[src/rtl/wake_irq_pkg.sv]
package wake_irq_pkg;

  // Byte addresses of the register words
  localparam logic [3:0] ADDR_CFG_A = 4'h0;
  localparam logic [3:0] ADDR_CFG_B = 4'h4;
  localparam logic [3:0] ADDR_MASK  = 4'h8;
  localparam logic [3:0] ADDR_PEND  = 4'hC;

  // Named trigger codes of a 4-bit field
  typedef enum logic [3:0] {
    TRIG_LOW  = 4'd0,
    TRIG_HIGH = 4'd1,
    TRIG_FALL = 4'd2,
    TRIG_RISE = 4'd4,
    TRIG_BOTH = 4'd6
  } trig_e;

  // Strobes from the bus decoder to the datapath
  typedef struct packed {
    logic cfgAWr;
    logic cfgBWr;
    logic maskWr;
    logic pendClr;
  } strobe_t;

endpackage

[src/rtl/wake_irq_decode.sv]
module wake_irq_decode
  import wake_irq_pkg::*;
#(
  parameter int NUM_LINES = 28,
  parameter int DATA_W    = 32,
  parameter int ADDR_W    = 4
) (
  input  logic [ADDR_W-1:0]      busAddr,
  input  logic                   busWrEn,
  input  logic [NUM_LINES*2-1:0] cfgFlat,
  input  logic [NUM_LINES-1:0]   maskVec,
  input  logic [NUM_LINES-1:0]   pendVec,
  output strobe_t                strb,
  output logic [DATA_W-1:0]      busRdData
);
  localparam int FIELD_BITS = NUM_LINES * 2;
  localparam int HI_BITS    = FIELD_BITS - DATA_W;

  always_comb begin
    strb.cfgAWr  = busWrEn && (busAddr == ADDR_CFG_A);
    strb.cfgBWr  = busWrEn && (busAddr == ADDR_CFG_B);
    strb.maskWr  = busWrEn && (busAddr == ADDR_MASK);
    strb.pendClr = busWrEn && (busAddr == ADDR_PEND);
  end

  always_comb begin
    busRdData = '0;
    case (busAddr)
      ADDR_CFG_A: busRdData = cfgFlat[DATA_W-1:0];
      ADDR_CFG_B: busRdData[HI_BITS-1:0] = cfgFlat[FIELD_BITS-1:DATA_W];
      ADDR_MASK:  busRdData[NUM_LINES-1:0] = maskVec;
      ADDR_PEND:  busRdData[NUM_LINES-1:0] = pendVec;
      default:    busRdData = '0;
    endcase
  end

endmodule

[src/rtl/wake_irq_core.sv]
module wake_irq_core
  import wake_irq_pkg::*;
#(
  parameter int NUM_LINES   = 28,
  parameter int NUM_OUTS    = 4,
  parameter int DATA_W      = 32,
  parameter int FIRST_SPAN  = 4,
  parameter int SPAN        = 8,
  parameter int SYNC_STAGES = 2
) (
  input  logic                   clk,
  input  logic                   rstN,
  input  logic [NUM_LINES-1:0]   lineIn,
  input  strobe_t                strb,
  input  logic [DATA_W-1:0]      wrData,
  output logic [NUM_LINES*2-1:0] cfgFlat,
  output logic [NUM_LINES-1:0]   maskVec,
  output logic [NUM_LINES-1:0]   pendVec,
  output logic [NUM_OUTS-1:0]    irqOut
);
  localparam int FIELD_BITS = NUM_LINES * 2;
  localparam int HI_BITS    = FIELD_BITS - DATA_W;

  // Lines belonging to output k
  function automatic logic [NUM_LINES-1:0] rangeOf(input int k);
    int lo;
    int hi;
    logic [NUM_LINES-1:0] r;
    lo = (k == 0) ? 0 : FIRST_SPAN + (k - 1) * SPAN;
    hi = FIRST_SPAN + k * SPAN - 1;
    r = '0;
    for (int n = 0; n < NUM_LINES; n++) begin
      if (n >= lo && n <= hi) r[n] = 1'b1;
    end
    return r;
  endfunction

  // Configuration and mask storage
  always_ff @(posedge clk or negedge rstN) begin
    if (!rstN) begin
      cfgFlat <= '0;
      maskVec <= '1;
    end else begin
      if (strb.cfgAWr) cfgFlat[DATA_W-1:0] <= wrData;
      if (strb.cfgBWr) cfgFlat[FIELD_BITS-1:DATA_W] <= wrData[HI_BITS-1:0];
      if (strb.maskWr) maskVec <= wrData[NUM_LINES-1:0];
    end
  end

  // Synchroniser chain plus one history stage for edge detection
  logic [NUM_LINES-1:0] syncQ [SYNC_STAGES];
  logic [NUM_LINES-1:0] prevQ;
  logic [NUM_LINES-1:0] curV;

  always_ff @(posedge clk or negedge rstN) begin
    if (!rstN) begin
      for (int s = 0; s < SYNC_STAGES; s++) syncQ[s] <= '0;
      prevQ <= '0;
    end else begin
      syncQ[0] <= lineIn;
      for (int s = 1; s < SYNC_STAGES; s++) syncQ[s] <= syncQ[s-1];
      prevQ <= syncQ[SYNC_STAGES-1];
    end
  end

  assign curV = syncQ[SYNC_STAGES-1];

  // Per-line trigger decode; a pair of lines shares one field
  logic [NUM_LINES-1:0] hitVec;

  for (genvar n = 0; n < NUM_LINES; n++) begin : g_line
    logic [3:0] code;
    logic       edgeMode;
    logic       riseHit;
    logic       fallHit;
    assign code     = cfgFlat[4*(n/2) +: 4];
    assign edgeMode = code[1] | code[2];
    assign riseHit  = code[2] & curV[n] & ~prevQ[n];
    assign fallHit  = code[1] & ~curV[n] & prevQ[n];
    assign hitVec[n] = edgeMode ? (riseHit | fallHit)
                                : (code[0] ? curV[n] : ~curV[n]);
  end

  // Pending capture: detection wins over a same-cycle clear
  logic [NUM_LINES-1:0] clrVec;
  assign clrVec = strb.pendClr ? wrData[NUM_LINES-1:0] : '0;

  always_ff @(posedge clk or negedge rstN) begin
    if (!rstN) pendVec <= '0;
    else       pendVec <= (pendVec & ~clrVec) | hitVec;
  end

  // Range OR onto the outputs
  logic [NUM_LINES-1:0] liveVec;
  assign liveVec = pendVec & ~maskVec;

  for (genvar k = 0; k < NUM_OUTS; k++) begin : g_out
    localparam logic [NUM_LINES-1:0] RANGE = rangeOf(k);
    assign irqOut[k] = |(liveVec & RANGE);
  end

endmodule

[src/rtl/wake_irq_ctrl.sv]
module wake_irq_ctrl
  import wake_irq_pkg::*;
#(
  parameter int NUM_LINES = 28,
  parameter int NUM_OUTS  = 4,
  parameter int DATA_W    = 32,
  parameter int ADDR_W    = 4
) (
  input  logic                 clk,
  input  logic                 rstN,
  input  logic [NUM_LINES-1:0] lineIn,
  input  logic [ADDR_W-1:0]    busAddr,
  input  logic                 busWrEn,
  input  logic [DATA_W-1:0]    busWrData,
  output logic [DATA_W-1:0]    busRdData,
  output logic [NUM_OUTS-1:0]  irqOut
);
  strobe_t                strb;
  logic [NUM_LINES*2-1:0] cfgFlat;
  logic [NUM_LINES-1:0]   maskVec;
  logic [NUM_LINES-1:0]   pendVec;

  wake_irq_decode #(
    .NUM_LINES(NUM_LINES), .DATA_W(DATA_W), .ADDR_W(ADDR_W)
  ) u_decode (
    .busAddr(busAddr), .busWrEn(busWrEn), .cfgFlat(cfgFlat),
    .maskVec(maskVec), .pendVec(pendVec), .strb(strb),
    .busRdData(busRdData)
  );

  wake_irq_core #(
    .NUM_LINES(NUM_LINES), .NUM_OUTS(NUM_OUTS), .DATA_W(DATA_W)
  ) u_core (
    .clk(clk), .rstN(rstN), .lineIn(lineIn), .strb(strb),
    .wrData(busWrData), .cfgFlat(cfgFlat), .maskVec(maskVec),
    .pendVec(pendVec), .irqOut(irqOut)
  );

endmodule

[config.mk]
export PLATFORM = sky130hd
export DESIGN_NAME = wake_irq_ctrl
export DESIGN_NICKNAME = d
export VERILOG_FILES = /design/src/rtl/wake_irq_pkg.sv /design/src/rtl/wake_irq_decode.sv /design/src/rtl/wake_irq_core.sv /design/src/rtl/wake_irq_ctrl.sv
export SDC_FILE = /design/constraint.sdc
export NUM_CORES = 1
export LEC_CHECK = 0
export ABC_AREA = 1
export BUFFER_PORTS_ARGS = -buffer_cell sky130_fd_sc_hd__buf_2
export CORE_ASPECT_RATIO = 0.5
export CORE_MARGIN = 2
export CORE_UTILIZATION = 30
export CTS_CLUSTER_DIAMETER = 100
export CTS_CLUSTER_SIZE = 10
export DETAILED_ROUTE_END_ITERATION = 8
export PLACE_DENSITY_LB_ADDON = 0.2
export SLEW_MARGIN = 40
export SYNTH_ARGS = -nofsm -noshare
export SYNTH_HDL_FRONTEND = slang
export SYNTH_SLANG_ARGS = --single-unit
[constraint.sdc]
create_clock -name clk -period 1.8 [get_ports clk]
set_input_delay 0.18 -clock clk [delete_from_list [all_inputs] [get_ports clk]]
set_output_delay 0.18 -clock clk [all_outputs]
set_load 0.05 [all_outputs]
==> results of run 1 <==
registers in the layout, indices dropped and copies added (netlist names):
register        count
u_core.cfgFlat     56
u_core.curV        28
u_core.maskVec     28
u_core.pendVec     28
u_core.prevQ       28
u_core.syncQ       28
worst max path at each step:
stage                              startpoint  cells past startpoint                             end
2_1_floorplan                      busAddr[1]                      5                   busRdData[28]
3_3_place_gp                       busAddr[1]                      8  u_core.cfgFlat[37]$_DFFE_PN0P_
3_5_place_dp                       busAddr[1]                      8  u_core.cfgFlat[35]$_DFFE_PN0P_
4_1_cts        u_core.maskVec[17]$_DFFE_PN1P_                      6                       irqOut[2]
5_1_grt         u_core.maskVec[4]$_DFFE_PN1P_                      6                       irqOut[1]
6_report        u_core.maskVec[4]$_DFFE_PN1P_                      6                       irqOut[1]
synthesized netlist by cell type, types with 6 or more instances:
master      n  area (um2)
nand2_1   346        1299
dfrtp_1   168        4204
inv_1     156       585.6
nand3_1   138       690.7
o21ai_1    51       255.2
o21ai_0    45       225.2
a21oi_1    28       140.1
dfstp_2    28       735.7
nand4_1    28       175.2
nor2_1     26       97.59
buf_2      20       100.1
clkbuf_1   17       63.81
buf_4       6       45.04
cells by family (layout without fill, tap and decap cells):
logic type / Yosys count / after routing / synth area share
and+or+nand+nor: 542 / 542 / 0.2647
AOI/OAI and AO/OA: 126 / 126 / 0.07286
buffers and inverters: 205 / 359 / 0.09402
DFF: 196 / 196 / 0.5685
worst max-delay path: stages, from the launching register on:
cell,delay (ns)
dfstp_2,0.55
inv_1,0.05
nand2_1,0.04
o21ai_1,0.09
nor2_1,0.12
nand2_1,0.09
buf_6,0.16
per-layer routing:
metal  GRT usage  up-vias  wire length, um
met3     0.03814       14              885
met5           0        -                0
met2      0.2631      121            11300
met4     0.03587        0              200
li1            -     3649                -
met1      0.2303     3561            11540
final cells by class:
class                      instances  share of cell area
inverter                         158             0.05437
tap                              382             0.04382
clock buffer                      24             0.04416
timing repair buffer             169              0.1168
clock inverter                     8             0.01789
multi-input combinational        668              0.2701
sequential                       196              0.4529
through the flow:
stage          utilization   TNS [ns]  area (um2)
4_1_cts             0.3879          0       10890
5_1_grt             0.3884  -0.005636       10910
3_5_place_dp        0.3484          0        9786
2_1_floorplan            -          0        8690
6_report            0.3884          0       10910
3_3_place_gp        0.3484          0        9786
what timing repair did:
item                                    CTS  global route
hold endpoints to repair                 76             0
pin swaps                                 0             7
buffers inserted                          0             0
hold buffers                             42             0
gates resized for setup                   6             8
endpoints found under the setup margin    3             4
power by group through the flow:
stage | logic, mW | clock network (mW) | registers, mW
after floorplan | 1.15 | 0 | 5.39
after global placement | 1.67 | 0 | 5.53
after detailed placement | 1.71 | 0 | 5.55
after CTS | 1.79 | 4.51 | 5.47
after global routing | 2.03 | 4.69 | 5.56
final | 1.77 | 4.39 | 5.47
==> metrics.csv, run 1 <==
metric;value;unit
maximum root-to-sink buffer count;2;
largest net degree at the start of global routing;50;
Net Count, Synth;1136;
number of vias per cell;4.576;
Int Pwr;8.364;mW
Hold EP;u_core.maskVec[23]$_DFFE_PN1P_;
Diodes inserted;0;
min cycle time layout;1.722;ns
Worst-path clk slew;0.07;ns
Multi-input gate area;0.002947;mm2
Sequential Area;0.004940;mm2
Crit path required time;1.62;ns
die area;0.03043;mm2
Hold Crit Start;busWrData[23];
Worst Hold Depth;3;
sequential cell area fraction in the yosys report;0.5685;
DRC errors left;0;
total CTS buffers;17;
Worst-Margin Slew;0.4193;ns
post-synthesis cell area;0.008690;mm2
fraction of layout cells with a size suffix above 1;0.1562;
Clock Skews;0.008715;ns
Worst R2R Path Depth;5;
vias in the first global route;7100;
final period utilization;0.9568;
most frequent cells in the layout;nand2_1 (346), dfrtp_1 (168), inv_1 (156);
Worst Path Max Fanout;3;
Net Switching;3.271;mW
Power Dens Cells;1067;mW/mm2
worst vdd ir;0.0007507;V
dpl hpwl;16990;um
starting density of the core;0.3094;
Layout Cells excl Fill;1605;
nets@finish;1277;
final worst slack;0.07779;ns
Place WS;0.1763;ns
crit end category;output pin;
first-pass GRT wire length;39070;um
Die Y;124.3;um
Setup crit start kind;flip-flop;
most common cell after layout, fill and taps aside;nand2_1;
warnings from Yosys;0;
final hold vios;0;
sw frac;0.2811;
FF-to-FF setup slack;0.75;ns
ys flop type;dfrtp_1;
Max Fclk;580.7;MHz
clk_lat worst skew;0.44;ns
initial antenna violation count;0;
wire per inst;14.91;um
Die X;244.7;um
via count;7345;
Post-synth EDFFs;0;
Flop pwr share;0.470;
Post-Place Cells;1531;
CP Class;reg2out;
setup violators final;0;
count of final max-slew check failures;0;
clock tree sinks;196;
Mapped Cells;1069;
Buffers on Ports;102;
Tot GR Track Use;0.1657;
max_cap viols;0;
Total Routed Length;23930;um
Root Buffer;clkbuf_16;
grt ovf;0;
CTS tree;done;
area grow syn2layout;25.53;%
ANT nets after route;0;
WP data arrival;1.54;ns
Layout fillers;2896;
status;completed;
Logic pwr share;0.152;
H-tree depth;4;
Yosys cell types;20;
Hold WC Path Type;in2reg;
synthesized area per cell;8.129;um2
reg2reg end;u_core.pendVec[19]$_DFF_PN0_;
RR Startpoint;u_core.cfgFlat[38]$_DFFE_PN0P_;
core area;0.02808;mm2
hold_ws;0.02509;ns
Lkg Pwr;5.645;nW
Relative slew margins;0.7205;
# rows;43;
DR iter-0 viols;582;
Clock Power Share;0.377;
GP Congestion;0.8410;
Pre-antenna DRT Iters;7;
Seq cells post-synth;196;
overall power;11.63;mW
fraction of registers with async set/reset;1.000;
io pins;103;
Power figures use the tool's default switching activity.
==> run 2, diff against run 1 <==
ABC_AREA = unset   (was 1)
==> metrics.csv, run 2 <==
metric;value;unit;change
fraction of layout cells with a size suffix above 1;0.4497;;+0.2935
vias in the first global route;6048;;-15%
post-synthesis cell area;0.008329;mm2;-4.1%
Total Routed Length;21470;um;-10%
Seq cells post-synth;196;;unchanged
final period utilization;1.093;;+0.1360
die area;0.02919;mm2;-4.0%
Critical Path End;irqOut[3];;
Root Buffer;clkbuf_16;;
CP Class;reg2out;;
DR iter-0 viols;359;;-38%
worst vdd ir;0.0004133;V;-45%
dpl hpwl;14950;um;-12%
ANT nets after route;0;;unchanged
fraction of registers with async set/reset;1.000;;unchanged
clk_lat worst skew;0.44;ns;about the same
CTS tree;done;;
RSZ-0062 raised after global routing;yes;;
Post-synth EDFFs;0;;unchanged
Pre-antenna DRT Iters;4;;-3
Diodes inserted;0;;unchanged
met2 WL;10330;um;-8.6%
wire per inst;17.50;um;+17%
min cycle time layout;1.967;ns;+0.2447 ns
Net Count, Synth;698;;-39%
WP data arrival;1.79;ns;+0.25 ns
top cells by area, synth;dfrtp_1 (50%), mux2_2 (11%), dfstp_2 (8.8%);;
ys flop type;dfrtp_1;;
Worst-Margin Slew;0.5690;ns;+0.1497 ns
Worst-path clk slew;0.07;ns;about the same
Die X;239.6;um;-2.1%
failing checks;setup timing;;
top routing layer in use;met4;;
Layout fillers;2597;;-10%
warnings from Yosys;0;;unchanged
hold_ws;0.02356;ns;-0.001526 ns
area grow syn2layout;34.10;%;
Power Dens Cells;1039;mW/mm2;-2.5%
Setup crit start kind;flip-flop;;
setup tns final;-0.8268;ns;-0.8268 ns
final hold vios;0;;unchanged
status;finished with violations;;
top cell type's share of synthesized area;0.5047;;+0.02093
Max Fclk;508.4;MHz;-12%
number of vias per cell;4.643;;+1.5%
starting density of the core;0.3030;;-0.006447
nets@finish;900;;-30%
Clock Skews;0.008783;ns;+0.00006755 ns
Worst R2R Path Depth;3;;-2
Buffers on Ports;102;;unchanged
Tot GR Track Use;0.1581;;-0.007542
io pins;103;;unchanged
max_cap viols;0;;unchanged
final worst slack;-0.1669;ns;-0.2447 ns
synthesized area per cell;13.20;um2;+62%
Worst Path Max Fanout;3;;unchanged
Die Y;121.8;um;-2.0%
crit end category;output pin;;
reg2reg end;u_core.pendVec[15]$_DFF_PN0_;;
Yosys cell types;32;;+60%
maximum root-to-sink buffer count;2;;unchanged
RR Startpoint;u_core.cfgFlat[28]$_DFFE_PN0P_;;
first-pass GRT wire length;34360;um;-12%
Crit path required time;1.62;ns;about the same
H-tree depth;4;;unchanged
sequential cell area fraction in the yosys report;0.5931;;+0.02459
total CTS buffers;17;;unchanged
clock tree sinks;196;;unchanged
Lkg Pwr;4.892;nW;-13%
DR WL met3;735;um;-17%
Place WS;0.06196;ns;-0.1144 ns
largest net degree at the start of global routing;62;;+24%
setup violators final;17;;+17
Relative slew margins;0.6207;;-0.09978
most frequent cell after synthesis;dfrtp_1;;
most common cell after layout, fill and taps aside;dfrtp_1;;
FF-to-FF setup slack;0.47;ns;-0.28 ns
dominant cell type by area after synthesis;dfrtp_1;;
Commonest cells post-synth;dfrtp_1 (168), mux2_2 (82), nand2_1 (82), inv_1 (30), o21ai_0 (29);;
via count;5697;;-22%
met1 WL;10070;um;-13%
Worst Setup SP;u_core.maskVec[21]$_DFFE_PN1P_;;
Top reg by flops;u_core.cfgFlat;;
Final Core Density;0.4063;;+0.01787
Hold WC Path Type;in2reg;;
most frequent cells in the layout;dfrtp_1 (155), nand2_1 (82), mux2_2 (82);;
# rows;43;;unchanged
DRC errors left;0;;unchanged
initial antenna violation count;0;;unchanged
Mapped Cells;631;;-41%
core area;0.02749;mm2;-2.1%
grt ovf;0;;unchanged
GP Congestion;0.7880;;-6.3%
Largest register FFs;56;;unchanged
count of final max-slew check failures;0;;unchanged
## run 2: cells by family (layout without fill, tap and decap cells)
family	Yosys count	after routing	synth area share
compound gates	76	76	0.06294
xor+xnor	27	27	0.02839
buf+inv	53	267	0.02944
flops	196	196	0.5931
mux	112	112	0.1833
simple gates	167	167	0.1029
## run 2: worst min-delay path by stage
stage                                                end          start  cells past startpoint
after floorplan            u_core.cfgFlat[0]$_DFFE_PN0P_           rstN                      0
after global placement        u_core.syncQ[48]$_DFF_PN0_           rstN                      1
after detailed placement      u_core.syncQ[48]$_DFF_PN0_           rstN                      1
after CTS                 u_core.cfgFlat[21]$_DFFE_PN0P_  busWrData[21]                      2
after global routing      u_core.maskVec[19]$_DFFE_PN1P_  busWrData[19]                      2
final                     u_core.cfgFlat[47]$_DFFE_PN0P_  busWrData[15]                      2
## run 2: critical path, stage by stage (launching register included)
cell and delay, ns:
dfstp_2 0.54, o22ai_1 0.08, or4_4 0.55, buf_6 0.17
## run 2: power by group
| group | leakage, nW | switching [mW] | total [mW] | internal [mW] |
|---|---|---|---|---|
| Combinational | 2.43 | 1.14 | 2.53 | 1.39 |
| Sequential | 2.19 | 0.426 | 5.52 | 5.09 |
| Clock | 0.269 | 1.66 | 3.56 | 1.90 |
## run 2: layout make-up
cell class              count  area, um2  share of cell area
clock inverters             8      50.05            0.004481
clock buffers              23      488.0             0.04369
well taps                 382      478.0             0.04279
inverters                  30      112.6             0.01008
flip-flops and latches    196       4956              0.4437
multi-input cells         382       3263              0.2921
repair buffers            206       1822              0.1631
## run 2: metal layers
metal	vias to the layer above	track usage
li1	2645	-
met1	2954	0.2075
met2	79	0.2594
met3	19	0.03988
met4	0	0.04805
met5	-	0
## run 2: what timing repair did
action | in CTS | in global routing
setup buffers | 36 | 3
setup endpoints to repair | 32 | 31
hold buffers | 42 | 0
pin swaps | 25 | 1
hold endpoints to repair | 97 | 0
gates resized for setup | 125 | 8
## run 2: through the flow
step / instance area [um2] / power [mW] / std cells
6_report: 11170 / 11.61 / 1227
5_1_grt: 11170 / 12.21 / 1227
4_1_cts: 11110 / 11.73 / 1224
3_5_place_dp: 9507 / 7.594 / 1115
3_3_place_gp: 9507 / 7.543 / 1115
2_1_floorplan: 8329 / 6.859 / 631
